### config.mk
export PLATFORM = sky130hd
export DESIGN_NAME = freq_src_sel
export DESIGN_NICKNAME = d
export VERILOG_FILES = /design/src/rtl/freq_src_sel_pkg.sv /design/src/rtl/freq_src_sel_strap.sv /design/src/rtl/freq_src_sel_regs.sv /design/src/rtl/freq_src_sel_mux.sv /design/src/rtl/freq_src_sel.sv
export SDC_FILE = /design/constraint.sdc
export NUM_CORES = 1
export LEC_CHECK = 0
export ABC_AREA = 1
export BUFFER_PORTS_ARGS = -buffer_cell sky130_fd_sc_hd__buf_2
export CORE_AREA = 2 2 100 102
export DETAILED_ROUTE_END_ITERATION = 16
export DIE_AREA = 0 0 102 104
export PLACE_DENSITY = 0.64
export SLEW_MARGIN = 20
export SYNTH_ARGS = -nofsm -noshare
export SYNTH_HDL_FRONTEND = slang
export SYNTH_HIERARCHICAL = 1
export SYNTH_SLANG_ARGS = --single-unit
### constraint.sdc
create_clock -name clk_i -period 2.4 [get_ports clk_i]
set_input_delay 0.24 -clock clk_i [delete_from_list [all_inputs] [get_ports clk_i]]
set_output_delay 0.24 -clock clk_i [all_outputs]
set_load 0.01 [all_outputs]
### src/rtl/freq_src_sel_pkg.sv
package freq_src_sel_pkg;
  localparam int unsigned ADDR_W = 4;
  localparam int unsigned BYTE_W = 8;
  localparam int unsigned CODE_W = 5;
  localparam int unsigned N_W    = 8;
  localparam int unsigned M_W    = BYTE_W - 1;
  localparam int unsigned SPR_W  = 2;

  localparam logic [ADDR_W-1:0] A_CTRL   = ADDR_W'(0);
  localparam logic [ADDR_W-1:0] A_PROG_N = ADDR_W'(1);
  localparam logic [ADDR_W-1:0] A_PROG_M = ADDR_W'(2);
  localparam logic [ADDR_W-1:0] A_RCV_N  = ADDR_W'(3);
  localparam logic [ADDR_W-1:0] A_RCV_M  = ADDR_W'(4);
  localparam logic [ADDR_W-1:0] A_GUARD  = ADDR_W'(5);

  // byte-0 bit position of select code bit i
  localparam int unsigned SEL_BIT [CODE_W] = '{4, 5, 6, 1, 2};
  localparam int unsigned OVR_BIT    = 3;
  localparam int unsigned SPR_HI_BIT = 7;
  localparam int unsigned SPR_LO_BIT = 0;
  localparam int unsigned EN_BIT     = BYTE_W - 1;

  typedef struct packed {
    logic [CODE_W-1:0] sel;
    logic              ovr;
    logic [SPR_W-1:0]  spr;
    logic              pen;
    logic [N_W-1:0]    n;
    logic [M_W-1:0]    m;
    logic              rsel;
    logic [N_W-1:0]    rn;
    logic [M_W-1:0]    rm;
    logic              arm;
  } cfg_t;

  // (n+3) > (m+3), evaluated without wrap
  function automatic logic ratio_ok(input logic [N_W-1:0] n, input logic [M_W-1:0] m);
    logic [N_W:0] nn;
    logic [N_W:0] mm;
    nn = (N_W+1)'(n) + (N_W+1)'(3);
    mm = (N_W+1)'(m) + (N_W+1)'(3);
    return nn > mm;
  endfunction
endpackage

### src/rtl/freq_src_sel_strap.sv
module freq_src_sel_strap
  import freq_src_sel_pkg::*;
(
  input  logic              clk_i,
  input  logic              rst_ni,
  input  logic              pwrgd_ni,
  input  logic [CODE_W-1:0] strap_i,
  output logic              ready_o,
  output logic [CODE_W-1:0] strap_o
);
  logic              rdy_q;
  logic [CODE_W-1:0] strap_q;

  always_ff @(posedge clk_i or negedge rst_ni) begin
    if (!rst_ni) begin
      rdy_q   <= 1'b0;
      strap_q <= '0;
    end else if (!rdy_q && !pwrgd_ni) begin
      rdy_q   <= 1'b1;
      strap_q <= strap_i;
    end
  end

  assign ready_o = rdy_q;
  assign strap_o = strap_q;
endmodule

### src/rtl/freq_src_sel_regs.sv
module freq_src_sel_regs
  import freq_src_sel_pkg::*;
(
  input  logic              clk_i,
  input  logic              rst_ni,
  input  logic              ready_i,
  input  logic              wr_en_i,
  input  logic [ADDR_W-1:0] wr_addr_i,
  input  logic [BYTE_W-1:0] wr_data_i,
  input  logic              recover_req_i,
  output cfg_t              cfg_o,
  output logic              lock_o,
  output logic              chg_o,
  output logic              err_o
);
  cfg_t              cfg_q, cfg_d;
  logic              lock_q, lock_d;
  logic              chg_q, chg_d;
  logic              err_q, err_d;
  logic              lock_set, wr_ok;
  logic [CODE_W-1:0] sel_wr;
  logic [N_W-1:0]    n_wr;
  logic [M_W-1:0]    m_wr;
  logic              en_wr;

  for (genvar i = 0; i < CODE_W; i++) begin : g_sel
    assign sel_wr[i] = wr_data_i[SEL_BIT[i]];
  end

  assign n_wr  = wr_data_i[N_W-1:0];
  assign m_wr  = wr_data_i[M_W-1:0];
  assign en_wr = wr_data_i[EN_BIT];

  // recovery entry wins over a same-cycle write
  assign lock_set = recover_req_i && ready_i && cfg_q.arm && !lock_q;
  assign wr_ok    = wr_en_i && ready_i && !lock_set;

  always_comb begin
    cfg_d  = cfg_q;
    lock_d = lock_q || lock_set;
    chg_d  = lock_set;
    err_d  = 1'b0;
    if (wr_ok) begin
      case (wr_addr_i)
        A_CTRL: if (!lock_q) begin
          cfg_d.sel = sel_wr;
          cfg_d.ovr = wr_data_i[OVR_BIT];
          cfg_d.spr = {wr_data_i[SPR_HI_BIT], wr_data_i[SPR_LO_BIT]};
          chg_d     = 1'b1;
        end
        A_PROG_N: if (!lock_q) begin
          if (!cfg_q.pen || ratio_ok(n_wr, cfg_q.m)) begin
            cfg_d.n = n_wr;
            chg_d   = 1'b1;
          end else err_d = 1'b1;
        end
        A_PROG_M: if (!lock_q) begin
          if (!en_wr || ratio_ok(cfg_q.n, m_wr)) begin
            cfg_d.pen = en_wr;
            cfg_d.m   = m_wr;
            chg_d     = 1'b1;
          end else err_d = 1'b1;
        end
        A_RCV_N: if (!lock_q) begin
          if (!cfg_q.rsel || ratio_ok(n_wr, cfg_q.rm)) cfg_d.rn = n_wr;
          else err_d = 1'b1;
        end
        A_RCV_M: if (!lock_q) begin
          if (!en_wr || ratio_ok(cfg_q.rn, m_wr)) begin
            cfg_d.rsel = en_wr;
            cfg_d.rm   = m_wr;
          end else err_d = 1'b1;
        end
        A_GUARD: begin
          cfg_d.arm = wr_data_i[0];
          if (!wr_data_i[0]) begin
            lock_d = 1'b0;
            chg_d  = lock_q;
          end
        end
        default: ;
      endcase
    end
  end

  always_ff @(posedge clk_i or negedge rst_ni) begin
    if (!rst_ni) begin
      cfg_q  <= '0;
      lock_q <= 1'b0;
      chg_q  <= 1'b0;
      err_q  <= 1'b0;
    end else begin
      cfg_q  <= cfg_d;
      lock_q <= lock_d;
      chg_q  <= chg_d;
      err_q  <= err_d;
    end
  end

  assign cfg_o  = cfg_q;
  assign lock_o = lock_q;
  assign chg_o  = chg_q;
  assign err_o  = err_q;
endmodule

### src/rtl/freq_src_sel_mux.sv
module freq_src_sel_mux
  import freq_src_sel_pkg::*;
(
  input  logic              ready_i,
  input  logic [CODE_W-1:0] strap_i,
  input  cfg_t              cfg_i,
  input  logic              lock_i,
  output logic [CODE_W-1:0] code_o,
  output logic              mode_o,
  output logic [N_W-1:0]    n_o,
  output logic [M_W-1:0]    m_o,
  output logic [SPR_W-1:0]  spread_o
);
  always_comb begin
    code_o   = cfg_i.ovr ? cfg_i.sel : strap_i;
    mode_o   = cfg_i.pen;
    n_o      = cfg_i.n;
    m_o      = cfg_i.m;
    spread_o = cfg_i.spr;
    if (lock_i) begin
      if (cfg_i.rsel) begin
        mode_o = 1'b1;
        n_o    = cfg_i.rn;
        m_o    = cfg_i.rm;
      end else begin
        mode_o = 1'b0;
        code_o = strap_i;
      end
    end
    if (!mode_o) begin
      n_o = '0;
      m_o = '0;
    end
    if (!ready_i) begin
      code_o   = '0;
      mode_o   = 1'b0;
      n_o      = '0;
      m_o      = '0;
      spread_o = '0;
    end
  end
endmodule

### src/rtl/freq_src_sel.sv
module freq_src_sel
  import freq_src_sel_pkg::*;
(
  input  logic              clk_i,
  input  logic              rst_ni,
  input  logic              pwrgd_ni,
  input  logic [CODE_W-1:0] strap_i,
  input  logic              wr_en_i,
  input  logic [ADDR_W-1:0] wr_addr_i,
  input  logic [BYTE_W-1:0] wr_data_i,
  input  logic              recover_req_i,
  output logic              ready_o,
  output logic [CODE_W-1:0] code_o,
  output logic              prog_mode_o,
  output logic [N_W-1:0]    n_o,
  output logic [M_W-1:0]    m_o,
  output logic [SPR_W-1:0]  spread_o,
  output logic              chg_o,
  output logic              err_o,
  output logic              locked_o
);
  logic              ready;
  logic [CODE_W-1:0] strap_lat;
  cfg_t              cfg;
  logic              lock;

  freq_src_sel_strap u_strap (
    .clk_i    (clk_i),
    .rst_ni   (rst_ni),
    .pwrgd_ni (pwrgd_ni),
    .strap_i  (strap_i),
    .ready_o  (ready),
    .strap_o  (strap_lat)
  );

  freq_src_sel_regs u_regs (
    .clk_i         (clk_i),
    .rst_ni        (rst_ni),
    .ready_i       (ready),
    .wr_en_i       (wr_en_i),
    .wr_addr_i     (wr_addr_i),
    .wr_data_i     (wr_data_i),
    .recover_req_i (recover_req_i),
    .cfg_o         (cfg),
    .lock_o        (lock),
    .chg_o         (chg_o),
    .err_o         (err_o)
  );

  freq_src_sel_mux u_mux (
    .ready_i  (ready),
    .strap_i  (strap_lat),
    .cfg_i    (cfg),
    .lock_i   (lock),
    .code_o   (code_o),
    .mode_o   (prog_mode_o),
    .n_o      (n_o),
    .m_o      (m_o),
    .spread_o (spread_o)
  );

  assign ready_o  = ready;
  assign locked_o = lock;
endmodule

; Word-level counts from Yosys, hierarchy flattened
; Index checks and enable logic that the tools add are counted.
[word_totals]
register_bits = 50
input_bits = 22
wordCells = 93
[op_classes]
addsub = 6
n_lt_le_gt_ge = 4
eq_ne = 5
muxes = 37
bitwise_logic = 1
reduce_logical = 25
[ops]
columns = cell, n
row1 = $gt A9 B9 Y1, 4
row2 = $mux W8, 4
row3 = $mux W7, 4
row4 = $add A8 B2 Y9 const B, 3
row5 = $add A7 B2 Y8 const B, 3
row6 = $mux W1, 22
row7 = $mux W5, 4
row8 = $reduce_and A4 Y1, 4
row9 = $eq A4 B2 Y1 const B, 2
row10 = $eq A4 B3 Y1 const B, 2
row11 = $pmux W1 S4, 2
row12 = $logic_not A1 Y1, 7
row13 = $logic_and A1 B1 Y1, 6
row14 = $logic_or A1 B1 Y1, 5
row15 = $eq A4 B1 Y1 const B, 1
row16 = $logic_not A4 Y1, 1
row17 = $reduce_and A3 Y1, 1
row18 = $mux W2, 1
row19 = $reduce_and A2 Y1, 1
row20 = $not A1 Y1, 1

; Depth between registers and ports, before layout
; Gate-level depths: netlist of run 1.
[logic_depth]
depth_word = 7
ltp_mapped = 22
ltp_nobuf = 22

; By module
; The synthesis of run 1 kept the hierarchy.
[modules_own_cells]
columns = module, instances, cells_per_inst, area_per_inst_um2, seq_area_each_um2
row1 = freq_src_sel_regs, 1, 422, 3412.0, 1101.1
row2 = freq_src_sel_mux, 1, 120, 579.3, 0.0
row3 = freq_src_sel_strap, 1, 23, 225.2, 150.1

; Worst setup path before layout of run 1
; OpenSTA, ideal clock, no wires.
[synth_path]
kind = input to register
start = in wr_data_i[0]
end = reg u_regs.cfg_q, in the netlist u_regs/cfg_o[15]
setup_time_ns = 0.128
arrival_ns = 2.314
t_required_ns = 2.272
setup_slack_ns = -0.042
cell_stages = 19
n_path_buf = 1
cell_sequence = inv_1 ha_1 nor2_4 nand3_1 xor2_1 inv_1 ha_1 nand2_1 inv_1 nand3_2 nor2_1 nor2_1 nand2_1 nand2_2 nand2_2 nand3_4 buf_6 nand2_1 o21ai_1
[synth_via]
elab_chain_cells = 4
[synth_lines]
columns = element, line
row1 = "start, declared", freq_src_sel.sv:10  ; input logic [BYTE_W-1:0] wr_data_i,
row2 = $add A8 B2 Y9, freq_src_sel_pkg.sv:40  ; nn = (N_W+1)'(n) + (N_W+1)'(3);
row3 = $gt A9 B9 Y1, freq_src_sel_pkg.sv:42  ; return nn > mm;
row4 = $logic_or A1 B1 Y1, freq_src_sel_regs.sv:65  ; if (!cfg_q.rsel || ratio_ok(n_wr, cfg_q.rm)) cfg_d.rn = n_wr;
row5 = $reduce_and A4 Y1 (no line), n/a
row6 = "end signal, assigned", freq_src_sel_regs.sv:93  ; cfg_q <= cfg_d;
row7 = "end, declared", freq_src_sel_regs.sv:16  ; cfg_t cfg_q, cfg_d;
; No other way between the ends.
; A chain may end at the register's enable or synchronous reset.

; Worst setup path after layout of run 1
[layout_path]
start = reg u_regs.cfg_q, in the netlist u_regs/cfg_o[9]
end = reg u_regs.cfg_q, in the netlist u_regs/cfg_o[7]
[layout_via]
elab_chain_cells = 4
[layout_lines]
columns = element, line
row1 = $add A8 B2 Y9, freq_src_sel_pkg.sv:40
row2 = $gt A9 B9 Y1, freq_src_sel_pkg.sv:42
row3 = $logic_or A1 B1 Y1, freq_src_sel_regs.sv:69  ; if (!en_wr || ratio_ok(cfg_q.rn, m_wr)) begin
row4 = $reduce_and A4 Y1 (no line), n/a
; No other way between the ends.

==> results.md, run 1 <==
- Yosys warnings: 6
- Area of placed instances: between 0.004 and 0.005 sq mm
- Commonest non-fill, non-tap cell in the layout: nand2_1
- Full die area: 0.01061 sq mm
- Pwr per Cell Area: between 500 and 600 mW/mm^2
- Avg Cell Area, Syn: 7.463 sq um
- First-pass GRT wire length: 19660 um
- Kind of critical path: reg -> reg
- Slowest cell on the critical path: dfrtp_1
- Max-Cap Viols: 0
- Footprint of the multi-input gates: a little under 0.003 sq mm
- DRC Markers: 0
- Post-DP HPWL: 8905 um
- Overall Global Routing Usage: about a quarter
- Gp weighted congestion: roughly 0.84
- Detail Route Antenna Nets: 0
- Root buffer cell: clkbuf_8
- Site Rows: 36
- Distinct cell type count after synthesis: 34
- ANT cells: 0
- Nets: 740
- Fill cells: 878
- Finished Cell Area: about 0.0055 sq mm
- Reg area: roughly 0.0013 sq mm
- Routed wire length: about 12000 um
- Post-synthesis register bit count: 50
- CP required: 2.60 ns
- Fmax: about 400 MHz
- Share of cells above drive strength 1: between 30% and 40%
- Critical Path AT: around 2.7 ns
- Initial DRC count: around 170
- Area Growth Syn to Fin: 30.95%
- RSZ-0062 raised after global routing: yes
- Buf+Inv Stages, Crit Path: 1
- Port Buffers: 48
- Failing checks: negative setup slack
- H-tree depth: 2
- Most frequent cells in the layout: nand2_1, inv_1, buf_4
- Via count: approximately 4000
- Die X: between 100 and 150 um
- Crit-path cells: o21ai_2 -> nand3b_1 -> nand3b_1 -> xnor2_2 -> ha_1 -> buf_4 -> nand4_1 -> nor2_1 -> nand2_1 -> nand2_2 -> nand2_4 -> nand3_4 -> nand2_2 -> o21ai_2
- Max Clock Skew: 0.009793 ns
- Final Hold Viols: 0
- Fin crit share: 102.4%
- Layout Utilization: between 50% and 60%
- CTS clk-pin slew, worst paths: 0.09 ns
- Overflow after GRT: 0
- Drt first pass iters: 5
- Startpoint types: register
- Slowest Stage Delay on Critical Path: about 0.42 ns
- Final worst slack: -0.05680 ns
- Worst skew pair latency: roughly 0.31 ns
- Top Family by Delay on Critical Path: simple AND/OR/NAND/NOR gates
- Core box area: approximately 0.0095 sq mm
- Max Root-Sink Buffers: 2
- Initial antenna violation count: 0
- CTS tree: built
- LEAKAGE: between 2 and 3 nW
- Worst Path Max Fanout: 8
- Status: finished with violations
- Seq/Total Area, Yosys: between 20% and 30%
- Clock sink count: 50
- Hold crit path type: in -> reg
- Worst-Margin Slew: between 0.7 and 0.8 ns
- Die H: 104 um
- Starting Density: between 40% and 50%
- WL/cell: ~15 um
- Routed vias/inst: between 4 and 5
- Syn Inst Count: 565
- Max Slew Vio Count: 0
- Setup Viol. Count Final: 20
- Num ports: between 40 and 50
- Largest net degree at the start of global routing: 48
- Final worst path period need: 2.457 ns
- CTS Buf Count: 5
- Peak VDD IR: between 0.3 and 0.4 mV
- Setup crit end kind: register
- Syn Nets: roughly 620
- Mapped Area: approximately 0.0042 sq mm
- Slew margin rel.: a little under half
- Number of global-route vias before repair: 3994
[routing by layer]
metal	routed length (um)	global-route usage, %	share of wire [%]	vias to the layer above
met5	0	0	0	-
met4	415	8.286	3.4	0
met3	532	3.427	4.4	29
met2	6006	39.43	49	111
met1	5268	31.03	43	1849
li1	-	-	-	2050
[per-stage QoR]
stage	hold slack (ns)	instances	setup WS, ns	power [mW]	setup TNS, ns
2_1_floorplan	-0.05559	565	0.006799	1.749	0
3_3_place_gp	0.05215	785	-0.2910	2.105	-7.403
6_report	0.1189	815	-0.05680	2.912	-0.5771
5_1_grt	0.1102	815	-0.2033	3.128	-5.171
3_5_place_dp	0.05550	785	-0.3263	2.142	-8.927
4_1_cts	0.1063	804	-0.05389	2.835	-0.3229
[where the power goes]
group	switching, mW	leakage [nW]	internal (mW)
clock	0.284	0.0514	0.311
combinational	0.698	2.01	0.540
sequential	0.122	0.669	0.956
total	1.10	2.74	1.81
[what timing repair did]
| action | CTS | global route |
|---|---|---|
| endpoints found under the setup margin | 34 | 34 |
| buffers inserted | 6 | 11 |
| endpoints found under the hold margin | 3 | 0 |
| gates resized for setup | 38 | 43 |
| hold buffers | 1 | 0 |
| cloned | 4 | 0 |
| pin swaps | 30 | 24 |
[area by class of cell]
cell class / instances / share of cell area, %
well taps: 133 / 3.014
inverters: 84 / 5.824
flip-flops and latches: 50 / 22.68
clock inverters: 2 / 0.6798
repair buffers: 118 / 14.21
multi-input cells: 422 / 52.28
clock buffers: 6 / 1.314
[worst paths after layout]
kind,slack [ns],startpoint,endpoint,cells past startpoint
min,0.12,strap_i[0],u_strap/strap_o[0],3
min reg2reg,0.50,u_regs/cfg_o[36],u_regs/cfg_o[36],2
max reg2reg,-0.06,u_regs/cfg_o[9],u_regs/cfg_o[7],14
min in group asynchronous,0.25,rst_ni,u_regs/cfg_o[11],2
max in group asynchronous,1.31,rst_ni,u_regs/cfg_o[26],3
max,-0.06,u_regs/cfg_o[9],u_regs/cfg_o[7],14
[cell usage after synthesis (all sizes together)]
master    n  area, sq um
a21o      1        7.510
a21oi    23        115.1
a31oi     1        6.260
and3      1        6.260
buf      11        108.9
clkbuf    2        11.26
dfrtp    50         1251
ha       37        462.9
inv      84        315.3
nand2   158        661.9
nand3    44        287.8
nand3b    9        67.56
nand4     6        37.54
nor2     49        241.5
nor3      7        40.04
nor4      1        6.260
o21a      1        7.510
o21ai    53        347.8
or2       1        6.260
xnor2     8        70.07
xor2     18        157.7
[tightest hold or removal path, delay by kind of cell]
family,cells,cell delay (ns)
simple gates,2,0.09
buf+inv,1,0.07
[sequential cells by signal, indices dropped and copies added (netlist names)]
signal and count:
u_regs/cfg_o 41, u_regs/chg_o 1, u_regs/err_o 1, u_regs/lock_o 1
u_strap/ready_o 1, u_strap/strap_o 5
[logic make-up after synthesis]
logic type | count (synthesis) | synth area share (%)
AND/OR/NAND/NOR | 276 | 32.14
buffers and inverters | 97 | 10.33
AO/OA/AOI/OAI | 79 | 11.48
flip-flops | 50 | 29.67
adder cells (fa/ha/maj) | 37 | 10.98
XOR/XNOR | 26 | 5.401
Note: power is estimated with default switching activity, not from simulation.
==> inputs of run 2 (changes only) <==
- CORE_AREA: 2 2 100 102 -> 2 2 92 94
- DIE_AREA: 0 0 102 104 -> 0 0 94 96
- PLACE_DENSITY: 0.64 -> 0.7
- SYNTH_HIERARCHICAL: 1 -> default
==> results.md, run 2 <==
- Most frequent cells after synthesis: nand2_1, inv_1, dfrtp_1
- Nets: between 700 and 800
- Post-synthesis mux area share: less than 1%
- Max Clock Skew: 0.01003 ns
- Root buffer cell: clkbuf_8
- Largest family of logic cells by synthesized area: simple AND/OR/NAND/NOR gates
- Worst skew pair latency: between 0.3 and 0.4 ns
- First-pass GRT wire length: between 15000 and 20000 um
- Share of cells above drive strength 1: between 30% and 40%
- Max reg flops: 41
- Final worst path period need: about 2.5 ns
- Area Growth Syn to Fin: 34.82%
- Num ports: 49
- Yosys top cell area share: about a third
- Slew margin rel.: a little under three fifths
- Buf+Inv Stages, Crit Path: 2
- Most frequent CP cell: nand2_4
- Via count: 4060
- Commonest non-fill, non-tap cell in the layout: nand2_1
- DRC Markers: 0
- Internal power: between 1.5 and 2 mW
- Post-synth top area cell: dfrtp_1
- Worst-case reg-to-reg path depth: 16
- Most frequent cells in the layout: nand2_1, buf_4, inv_1
- Crit. Startpoint: u_regs.cfg_o[17]
- Gp weighted congestion: 0.9503
- Core box area: about 0.0081 sq mm
- R2r setup slk: -0.09 ns
- Setup crit end kind: register
- Setup Viol. Count Final: 13
- CTS Hold Buffers Added: 0
- Fin crit share: 103.9%
- Area contributors post-synth: dfrtp_1, nand2_1, ha_1
- Worst-Margin Slew: roughly 0.66 ns
- CP required: 2.61 ns
- Initial DRC count: about 300
- Pwr per Cell Area: between 500 and 600 mW/mm^2
- Seq/Total Area, Yosys: 31.89%
- Avg Cell Area, Syn: roughly 7.4 sq um
- Final Hold Viols: 0
- Post-DP HPWL: approximately 8600 um
- CTS Buf Count: 5
- Number of cells on the critical path: 16
- XOR/XNOR Fraction of Synth Area: under 10%
- Synth Area in Compound Gates: 13.90%
- Critical register-to-register path startpoint: u_regs.cfg_o[17]
- Startpoint types: register
- Full die area: ~0.009 sq mm
- Site Rows: 33
- Critical Path AT: about 2.7 ns
- Fraction of registers with async set or reset after synthesis: 100.0%
- Die X: between 90 and 100 um
- Yosys warnings: 0
- Clock power share: about a fifth
- Number of global-route vias before repair: 3937
- Post-synth EDFFs: 0
- Drt first pass iters: 4
- Crit path capture: u_regs.chg_o
- Slowest Stage Delay on Critical Path: approximately 0.37 ns
- Initial antenna violation count: 0
- Syn Nets: around 600
- Distinct cell type count after synthesis: 34
- CTS tree: built
- LEAKAGE: around 2.7 nW
- RSZ-0062 raised after global routing: yes
- Max Root-Sink Buffers: 2
- Overflow after GRT: 0
- Fmax: around 400 MHz
- Worst reg2reg endpoint: u_regs.chg_o
- Worst Path Max Fanout: 3
- WL/cell: roughly 16 um
- Net Sw Frac: between 30% and 40%
- Top Family by Delay on Critical Path: simple AND/OR/NAND/NOR gates
- ANT cells: 0
- Placement Setup Slack: -0.2798 ns
- Kind of critical path: reg -> reg
- Max Slew Vio Count: 0
- Clock sink count: 50
- Routed vias/inst: 5.335
- Post-Synth Simple-Gate Area: approximately 28%
- Peak VDD IR: about 0.38 mV
- Pwr Total: ~3.0 mW
- Area share of fa/ha/maj cells after synthesis: approximately an eighth
- Die H: around 96 um
- Top FF cell, synth: dfrtp_1
- Routed wire length: approximately 12000 um
- Largest net degree at the start of global routing: 51
- Fill cells: 709
- Sequential share of power: 35.7%
- CTS clk-pin slew, worst paths: around 0.10 ns
- Crit-path cells: inv_2 -> ha_4 -> nand3b_1 -> nand3b_1 -> xor2_2 -> ha_1 -> a21o_1 -> a21oi_2 -> nand2_2 -> nand2_4 -> nand2_4 -> nand2_4 -> buf_6 -> nand3_2 -> nand2_1 -> nand2_1
- Detail Route Antenna Nets: 0
- Mapped Area: about 0.004 sq mm
- H-tree depth: 2
- Hold crit path type: in -> async
- Slowest cell on the critical path: dfrtp_1
- Post-synthesis register bit count: 50
- Max-Cap Viols: 0
- Overall Global Routing Usage: 27.48%
- Final worst slack: -0.09457 ns
- Combinational power share: 44.2%
- Status: finished with violations
- P_sw: approximately 1.1 mW
- Starting Density: about half
- Failing checks: negative setup slack
- Port Buffers: 48
- Syn Inst Count: 532
- Most numerous cell in the Yosys netlist: nand2_1
run 2: kinds of logic after synthesis:
logic type                 Yosys count
muxes                                1
buffers and inverters               81
DFF                                 50
AOI/OAI and AO/OA                  102
adders and majority gates           37
and+or+nand+nor                    236
xor gates and xnor gates            25
run 2: final cells by class:
| type | count | area (sq um) | share of cell area (%) |
|---|---|---|---|
| clock inverter | 2 | 38.79 | 0.7332 |
| multi-input combinational | 405 | 2713 | 51.28 |
| inverter | 68 | 255.2 | 4.825 |
| clock buffer | 5 | 68.82 | 1.301 |
| sequential | 50 | 1254 | 23.70 |
| timing repair buffer | 126 | 829.5 | 15.68 |
| tap | 105 | 131.4 | 2.483 |
run 2: worst min path at each step:
| stage | from | end | slack [ns] | depth (start not counted) |
|---|---|---|---|---|
| 2_1_floorplan | rst_ni | u_regs.cfg_o[0] | -0.06 | 0 |
| 3_3_place_gp | rst_ni | u_strap.strap_o[3] | 0.39 | 2 |
| 3_5_place_dp | rst_ni | u_strap.strap_o[2] | 0.39 | 2 |
| 4_1_cts | rst_ni | u_strap.strap_o[2] | 0.05 | 2 |
| 5_1_grt | rst_ni | u_regs.cfg_o[4] | 0.09 | 2 |
| 6_report | rst_ni | u_strap.strap_o[2] | 0.03 | 2 |
run 2: power by group through the flow:
stage	logic, mW	clock network, mW	registers, mW
6_report	1.33	0.605	1.08
3_3_place_gp	1.07	0	1.08
4_1_cts	1.19	0.605	1.07
2_1_floorplan	0.669	0	1.07
3_5_place_dp	1.10	0	1.08
5_1_grt	1.48	0.639	1.09
run 2: layer usage:
metal	track usage (%)	vias up	wire (um)
li1	-	1989	-
met1	37.32	1899	5202
met2	45.42	144	5646
met3	4.150	28	915
met4	8.816	0	338
met5	0	-	0
run 2: per-stage QoR:
stage          std cells  utilization (%)  TNS [ns]  area, sq um  hold WS, ns
2_1_floorplan        532                -         0         3934     -0.05559
3_3_place_gp         733            58.24    -7.310         4690       0.3888
3_5_place_dp         733            58.24    -7.832         4690       0.3883
4_1_cts              751            62.02   -0.1399         4994      0.05125
5_1_grt              761            65.70    -4.412         5290      0.09488
6_report             761            65.70   -0.4861         5290      0.02856
run 2: worst reg2reg max path: cells and delay by family (launching register included):
family	cells	cell delay, ns
buf+inv	2	0.17
xor+xnor	1	0.18
fa+ha+maj	2	0.47
simple gates	9	0.90
compound gates	2	0.30
flops	1	0.37
run 2: repair_timing:
action,CTS,global route
setup buffers,8,10
gates resized for setup,33,64
pin swaps,18,42
cloned,4,0
setup endpoints to repair,33,41
